$ cat src/rtl/chain_fetch_pkg.sv
package chain_fetch_pkg;
  localparam int WORD_W     = 32;
  localparam int DESC_WORDS = 8;
  localparam int IDX_W      = $clog2(DESC_WORDS);
  localparam int LINK_UNIT  = 4;   // link offset is in 16-byte units

  // Word positions inside a descriptor (fetch order matters)
  localparam int W_CMD = 0;
  localparam int W_SRC = 1;
  localparam int W_DST = 2;
  localparam int W_CNT = 3;

  // Command word flags used by the sequencer
  localparam int LINK_BIT = 0;
  localparam int TIE_BIT  = 1;

  typedef enum logic [2:0] {
    ST_IDLE, ST_FETCH, ST_ISSUE, ST_WAIT, ST_NEXT, ST_TERM
  } seqState_t;

  typedef struct packed {
    logic             start;
    logic             loadWord;
    logic [IDX_W-1:0] wordIdx;
    logic             follow;
    logic             setTerm;
    logic             setErr;
  } dpStrobe_t;
endpackage

$ cat src/rtl/chain_fetch_ctrl.sv
module chain_fetch_ctrl
  import chain_fetch_pkg::*;
(
  input  logic             clk,
  input  logic             rstN,
  input  logic             chanEn,
  input  logic             doorbell,
  input  logic             descAddrWe,
  input  logic             rdValid,
  input  logic             rdErr,
  input  logic             moveDone,
  input  logic             linkFlag,
  output seqState_t        state,
  output dpStrobe_t        strb,
  output logic [IDX_W-1:0] wordIdx,
  output logic             rdReq,
  output logic             moveStart
);
  localparam logic [IDX_W-1:0] LAST_IDX = IDX_W'(DESC_WORDS - 1);

  logic armed;

  // Strobes toward the datapath
  always_comb begin
    strb = '0;
    if (chanEn) begin
      unique case (state)
        ST_IDLE:  strb.start = doorbell && armed;
        ST_FETCH: begin
          if (rdValid) begin
            strb.setErr   = rdErr;
            strb.loadWord = !rdErr;
            strb.wordIdx  = wordIdx;
          end
        end
        ST_NEXT:  strb.follow  = linkFlag;
        ST_TERM:  strb.setTerm = 1'b1;
        default:  ;
      endcase
    end
  end

  assign rdReq     = chanEn && (state == ST_FETCH);
  assign moveStart = chanEn && (state == ST_ISSUE);

  always_ff @(posedge clk or negedge rstN) begin
    if (!rstN) begin
      state   <= ST_IDLE;
      wordIdx <= '0;
    end else if (!chanEn) begin
      state   <= ST_IDLE;
      wordIdx <= '0;
    end else begin
      unique case (state)
        ST_IDLE: begin
          if (strb.start) begin
            state   <= ST_FETCH;
            wordIdx <= '0;
          end
        end
        ST_FETCH: begin
          if (rdValid) begin
            if (rdErr) begin
              state <= ST_IDLE;
            end else if (wordIdx == LAST_IDX) begin
              state <= ST_ISSUE;
            end else begin
              wordIdx <= wordIdx + 1'b1;
            end
          end
        end
        ST_ISSUE: state <= ST_WAIT;
        ST_WAIT:  if (moveDone) state <= ST_NEXT;
        ST_NEXT: begin
          wordIdx <= '0;
          state   <= linkFlag ? ST_FETCH : ST_TERM;
        end
        ST_TERM:  state <= ST_IDLE;
        default:  state <= ST_IDLE;
      endcase
    end
  end

  // A doorbell is honoured once per descriptor-address write
  always_ff @(posedge clk or negedge rstN) begin
    if (!rstN)           armed <= 1'b0;
    else if (descAddrWe) armed <= 1'b1;
    else if (strb.start) armed <= 1'b0;
  end
endmodule

$ cat src/rtl/chain_fetch_dp.sv
module chain_fetch_dp
  import chain_fetch_pkg::*;
#(
  parameter int AW    = 32,
  parameter int CNT_W = 24
) (
  input  logic              clk,
  input  logic              rstN,
  input  dpStrobe_t         strb,
  input  logic [IDX_W-1:0]  wordIdx,
  input  logic              descAddrWe,
  input  logic [AW-1:0]     descAddrIn,
  input  logic [WORD_W-1:0] rdData,
  output logic [AW-1:0]     rdAddr,
  output logic [WORD_W-1:0] moveSrc,
  output logic [WORD_W-1:0] moveDst,
  output logic [CNT_W-1:0]  moveCount,
  output logic [WORD_W-1:0] moveCmd,
  output logic              linkFlag,
  output logic              termDone,
  output logic              termIrq,
  output logic              addrErr
);
  localparam int OFF_W  = WORD_W - CNT_W;
  localparam int LINK_W = OFF_W + LINK_UNIT;

  logic [AW-1:0]     descAddr, baseAddr, curDesc;
  logic [WORD_W-1:0] cmdR, srcR, dstR, cntR;
  logic [AW-1:0]     linkOffset;

  assign linkOffset = AW'({cntR[WORD_W-1:CNT_W], LINK_UNIT'(0)});
  assign rdAddr     = curDesc + AW'({wordIdx, 2'b00});
  assign moveSrc    = srcR;
  assign moveDst    = dstR;
  assign moveCount  = cntR[CNT_W-1:0];
  assign moveCmd    = cmdR;
  assign linkFlag   = cmdR[LINK_BIT];

  always_ff @(posedge clk or negedge rstN) begin
    if (!rstN)           descAddr <= '0;
    else if (descAddrWe) descAddr <= descAddrIn;
  end

  // Chain base is frozen at start; links are relative to it
  always_ff @(posedge clk or negedge rstN) begin
    if (!rstN) begin
      baseAddr <= '0;
      curDesc  <= '0;
    end else if (strb.start) begin
      baseAddr <= descAddr;
      curDesc  <= descAddr;
    end else if (strb.follow) begin
      curDesc  <= baseAddr + linkOffset;
    end
  end

  always_ff @(posedge clk or negedge rstN) begin
    if (!rstN) begin
      cmdR <= '0;
      srcR <= '0;
      dstR <= '0;
      cntR <= '0;
    end else if (strb.loadWord) begin
      unique case (int'(strb.wordIdx))
        W_CMD:   cmdR <= rdData;
        W_SRC:   srcR <= rdData;
        W_DST:   dstR <= rdData;
        W_CNT:   cntR <= rdData;
        default: ;
      endcase
    end
  end

  always_ff @(posedge clk or negedge rstN) begin
    if (!rstN) begin
      termDone <= 1'b0;
      termIrq  <= 1'b0;
      addrErr  <= 1'b0;
    end else begin
      termIrq <= strb.setTerm && cmdR[TIE_BIT];
      if (strb.start) begin
        termDone <= 1'b0;
        addrErr  <= 1'b0;
      end else begin
        if (strb.setTerm) termDone <= 1'b1;
        if (strb.setErr)  addrErr  <= 1'b1;
      end
    end
  end

  logic unusedLinkW;
  assign unusedLinkW = (LINK_W == 0);
endmodule

$ cat src/rtl/chain_fetch_seq.sv
module chain_fetch_seq
  import chain_fetch_pkg::*;
#(
  parameter int AW    = 32,
  parameter int CNT_W = 24
) (
  input  logic              clk,
  input  logic              rstN,
  input  logic              chanEn,
  input  logic              descAddrWe,
  input  logic [AW-1:0]     descAddrIn,
  input  logic              doorbell,
  output logic              rdReq,
  output logic [AW-1:0]     rdAddr,
  input  logic              rdValid,
  input  logic              rdErr,
  input  logic [WORD_W-1:0] rdData,
  output logic              moveStart,
  output logic [WORD_W-1:0] moveSrc,
  output logic [WORD_W-1:0] moveDst,
  output logic [CNT_W-1:0]  moveCount,
  output logic [WORD_W-1:0] moveCmd,
  input  logic              moveDone,
  output logic              busy,
  output logic              termDone,
  output logic              termIrq,
  output logic              addrErr
);
  seqState_t        state;
  dpStrobe_t        strb;
  logic [IDX_W-1:0] wordIdx;
  logic             linkFlag;

  chain_fetch_ctrl ctrl_i (
    .clk, .rstN, .chanEn, .doorbell, .descAddrWe, .rdValid, .rdErr,
    .moveDone, .linkFlag, .state, .strb, .wordIdx, .rdReq, .moveStart
  );

  chain_fetch_dp #(.AW(AW), .CNT_W(CNT_W)) dp_i (
    .clk, .rstN, .strb, .wordIdx, .descAddrWe, .descAddrIn, .rdData,
    .rdAddr, .moveSrc, .moveDst, .moveCount, .moveCmd, .linkFlag,
    .termDone, .termIrq, .addrErr
  );

  assign busy = (state != ST_IDLE);
endmodule

$ cat config.mk
export PLATFORM = sky130hd
export DESIGN_NAME = chain_fetch_seq
export DESIGN_NICKNAME = d
export VERILOG_FILES = /design/src/rtl/chain_fetch_pkg.sv /design/src/rtl/chain_fetch_ctrl.sv /design/src/rtl/chain_fetch_dp.sv /design/src/rtl/chain_fetch_seq.sv
export SDC_FILE = /design/constraint.sdc
export NUM_CORES = 1
export LEC_CHECK = 0
export BUFFER_PORTS_ARGS = -buffer_cell sky130_fd_sc_hd__buf_2
export CAP_MARGIN = 20
export CORE_AREA = 5 5 144 181
export CTS_CLUSTER_DIAMETER = 40
export DETAILED_ROUTE_END_ITERATION = 8
export DIE_AREA = 0 0 149 186
export PLACE_DENSITY = 0.66
export SYNTH_ARGS = -nofsm -noshare
export SYNTH_HDL_FRONTEND = slang
export SYNTH_HIERARCHICAL = 1
export SYNTH_SLANG_ARGS = --single-unit
$ cat constraint.sdc
create_clock -name clk -period 2.1 [get_ports clk]
set_input_delay 0.105 -clock clk [delete_from_list [all_inputs] [get_ports clk]]
set_output_delay 0.105 -clock clk [all_outputs]
set_load 0.1 [all_outputs]
==> load_flow_metrics.sql <==
INSERT INTO impl_metrics (metric_group, metric, value, unit) VALUES
('synth', 'async_reset_ff_share', '100.0', '%'),
('power', 'power_per_cell_area', '1070', 'nW/um^2'),
('worst_setup_path', 'rr_worst_depth', '11', ''),
('clock_network', 'clock_tree_root_buffer_cell', 'sky130_fd_sc_hd__clkbuf_16', ''),
('floorplan', 'top_level_ports', '230', ''),
('sta', 'tightest_slew', '532.6', 'ps'),
('synth', 'post_synth_fa_ha_maj_area_fraction', '1.901', '%'),
('clock_network', 'cts_num_sinks', '234', ''),
('synth', 'synth_top_flop_cell', 'sky130_fd_sc_hd__dfrtp_1', ''),
('cells_and_area', 'n_antenna_cell', '0', ''),
('worst_setup_path', 'cp-start-kind', 'register', ''),
('synth', 'synthesis.nets', '933', ''),
('worst_setup_path', 'worst_setup_end_kind', 'output port', ''),
('synth', 'main_combinational_cell_family_by_area_after_synthesis', 'multiplexers', ''),
('run_status', 'failing_checks', 'setup timing', ''),
('min_path', 'min_delay_worst_endpoint', 'dp_i/addrErr$_DFFE_PN0P_', ''),
('synth', 'synthTopCellsByArea', 'sky130_fd_sc_hd__dfrtp_1 (55%), sky130_fd_sc_hd__mux2_2 (19%), sky130_fd_sc_hd__xnor2_1 (3.2%), sky130_fd_sc_hd__buf_4 (1.9%), sky130_fd_sc_hd__nor2_1 (1.8%)', ''),
('floorplan', 'placement_rows', '64', ''),
('synth', 'avgSynthCellArea', '12.61', 'sq um'),
('worst_setup_path', 'worstReg2RegEnd', 'dp_i/moveDst[23]$_DFFE_PN0P_', ''),
('placement', 'dpl-instance-area', '14090', 'sq um'),
('worst_setup_path', 'regToRegSetupSlack', '-140', 'ps'),
('cells_and_area', 'synthToLayoutAreaGrowth', '58.27', '%'),
('drt', 'detail_route.wirelength', '30970', 'microns'),
('worst_setup_path', 'cp_top_family', 'simple AND/OR/NAND/NOR gates', ''),
('sta', 'setup_viol', '106', ''),
('cells_and_area', 'number_of_fillers_in_the_final_layout', '1658', ''),
('sta', 'finalClockSkew', '22.57', 'ps'),
('synth', 'synth_top_cell_by_area', 'sky130_fd_sc_hd__dfrtp_1', ''),
('synth', 'synth_enable_flop_cells', '0', ''),
('min_path', 'hp-class', 'in -> reg', ''),
('floorplan', 'floorplan.initialDensity', '44.10', '%'),
('sta', 'worst_case_setup_margin_in_the_final_layout', '-675.4', 'ps'),
('drt', 'dr_total_vias', '8172', ''),
('cells_and_area', 'post_route_cells_drive_above_1_share', '57.13', '%'),
('worst_setup_path', 'critical_path_cell_count', '10', ''),
('cells_and_area', 'mostFrequentLayoutCell', 'sky130_fd_sc_hd__dfrtp_1', ''),
('power', 'max-vdd-ir-drop', '960.0', 'uV'),
('drt', 'wl_per_cell', '19.37', 'microns'),
('clock_network', 'worstSkewPairLatency', '510', 'ps'),
('sta', 'fin_crit', '2775', 'ps'),
('drt', 'first_pass_iters', '4', ''),
('sta', 'final-hold-violation-count', '0', ''),
('worst_setup_path', 'startpoint', 'dp_i/curDesc[2]$_DFFE_PN0P_', ''),
('synth', 'ys.warnings.count', '6', ''),
('worst_setup_path', 'worst_path_largest_cell_delay', '360', 'ps'),
('cells_and_area', 'multi_input_comb_area', '5713', 'sq um'),
('sta', 'grt_setup_unrepaired', 'yes', ''),
('floorplan', 'die_area', '27710', 'sq um'),
('run', 'maxCapViolCount', '0', ''),
('clock_network', 'cts_buffers', '35', ''),
('worst_setup_path', 'critPathMaxFanout', '2', ''),
('synth', 'post_synth_mux_area_share', '19.74', '%'),
('worst_setup_path', 'reg2reg_from', 'ctrl_i/state[1]$_DFFE_PN0P_', ''),
('worst_setup_path', 'worst-endpoint-required', '2000', 'ps'),
('placement', 'gpl.final_weighted_congestion', '0.8664', ''),
('worst_setup_path', 'critical_path.slowest_cell', 'sky130_fd_sc_hd__dfrtp_1', ''),
('cells_and_area', 'highest_count_cells_in_the_layout_ignoring_fill_and_taps', 'sky130_fd_sc_hd__dfrtp_1 (229), sky130_fd_sc_hd__buf_2 (199), sky130_fd_sc_hd__mux2_4 (97)', ''),
('grt', 'track_usage', '21.09', '%'),
('synth', 'synth_seq_area_share', '54.90', '%'),
('clock_network', 'htreeDepth', '2', ''),
('power', 'power.leakage', '8.114', 'nW'),
('synth', 'netlist.area_leader.share', '54.90', '%'),
('sta', 'max_freq', '360.3', 'MHz'),
('synth', 'ys_ff_latch', '234', ''),
('run_status', 'run_status', 'finished, violations left', ''),
('min_path', 'hold_path_depth', '5', ''),
('worst_setup_path', 'worstSetupPathType', 'reg -> out', ''),
('min_path', 'hold_start', 'rdErr', ''),
('clock_network', 'clkSlewWorstSetupHoldPaths', '60', 'ps'),
('drt', 'drt_iter0_drc', '289', '');
synth_stat cells (all sizes together) (2+ instances only):
library cell,instances
a211oi,2
a21boi,2
a21o,4
a21oi,16
a22oi,13
a32o,2
and2,2
and3,8
buf,47
clkbuf,17
dfrtp,234
fa,2
ha,13
inv,23
mux2,179
mux2i,9
nand2,44
nand2b,7
nand3,13
nand3b,3
nand4,12
nand4b,2
nor2,51
nor2b,5
nor3,10
nor3b,2
nor4,5
o211a,2
o211ai,7
o21a,2
o21ai,37
o31ai,4
or2,3
xnor2,39
xor2,11
what timing repair did:
action,CTS,global route
resized for setup,43,61
pin swaps,30,34
hold buffers,67,0
endpoints found under the setup margin,69,130
endpoints found under the hold margin,396,0
cloned,2,9
buffers inserted,9,18
worst max-delay path by stage:
stage	endpoint	slack [ps]
floorplan	rdAddr[12]	-710
global route	rdAddr[12]	-770
CTS	rdAddr[14]	-660
finish	rdAddr[14]	-680
global placement	dp_i/curDesc[22]$_DFFE_PN0P_	-130
detailed placement	dp_i/curDesc[22]$_DFFE_PN0P_	-200
state kept, by name (all words and copies together) (netlist names):
signal / cells
dp_i/addrErr: 1
dp_i/termIrq: 1
dp_i/curDesc: 32
ctrl_i/wordIdx: 3
dp_i/cntR: 32
dp_i/moveSrc: 32
dp_i/descAddr: 32
ctrl_i/state: 3
dp_i/termDone: 1
ctrl_i/armed: 1
dp_i/moveDst: 32
dp_i/moveCmd: 32
dp_i/baseAddr: 32
metrics by stage:
step                cells  TNS, ps  worst slack [ps]  utilization [%]
CTS                  1573   -14100            -656.2            67.23
floorplan             846   -36070            -707.8                -
detailed placement   1434    -2301            -199.0            58.27
global placement     1434    -1446            -127.2            58.27
global route         1599   -29140            -773.6            69.80
finish               1599   -21410            -675.4            69.80
final cells by class:
cell class                      count  area share, %
Multi-Input combinational cell    525          33.84
Sequential cell                   234          34.73
Timing Repair Buffer              424          21.58
Clock inverter                     24          1.379
Clock buffer                       39          5.515
Tap cell                          330          2.446
Inverter                           23         0.5115
power breakdown:
part	leakage, nW	switching, mW	internal [mW]
combinational	4.53	4.36	2.25
clock	0.576	2.22	3.52
sequential	3.00	0.578	5.15
layer usage:
layer / vias up / routed length (microns) / track usage (%)
met5: - / 0 / 0
met4: 0 / 908 / 7.326
met3: 60 / 1663 / 4.676
met2: 250 / 16200 / 36.56
met1: 4113 / 12210 / 26.11
li1: 3749 / - / -
worst register-to-register path, delay by kind of cell (launching register included):
kind / cells / cell delay, ps
mux: 1 / 300
flops: 1 / 390
simple gates: 6 / 900
buf+inv: 4 / 530
cells by family after synthesis:
logic type / count (synthesis)
multiplexers: 188
buffers and inverters: 87
XOR/XNOR: 50
AO/OA/AOI/OAI: 102
AND/OR/NAND/NOR: 170
adder cells (fa/ha/maj): 15
flip-flops: 234
No activity file was read; power rests on OpenSTA's default activity.
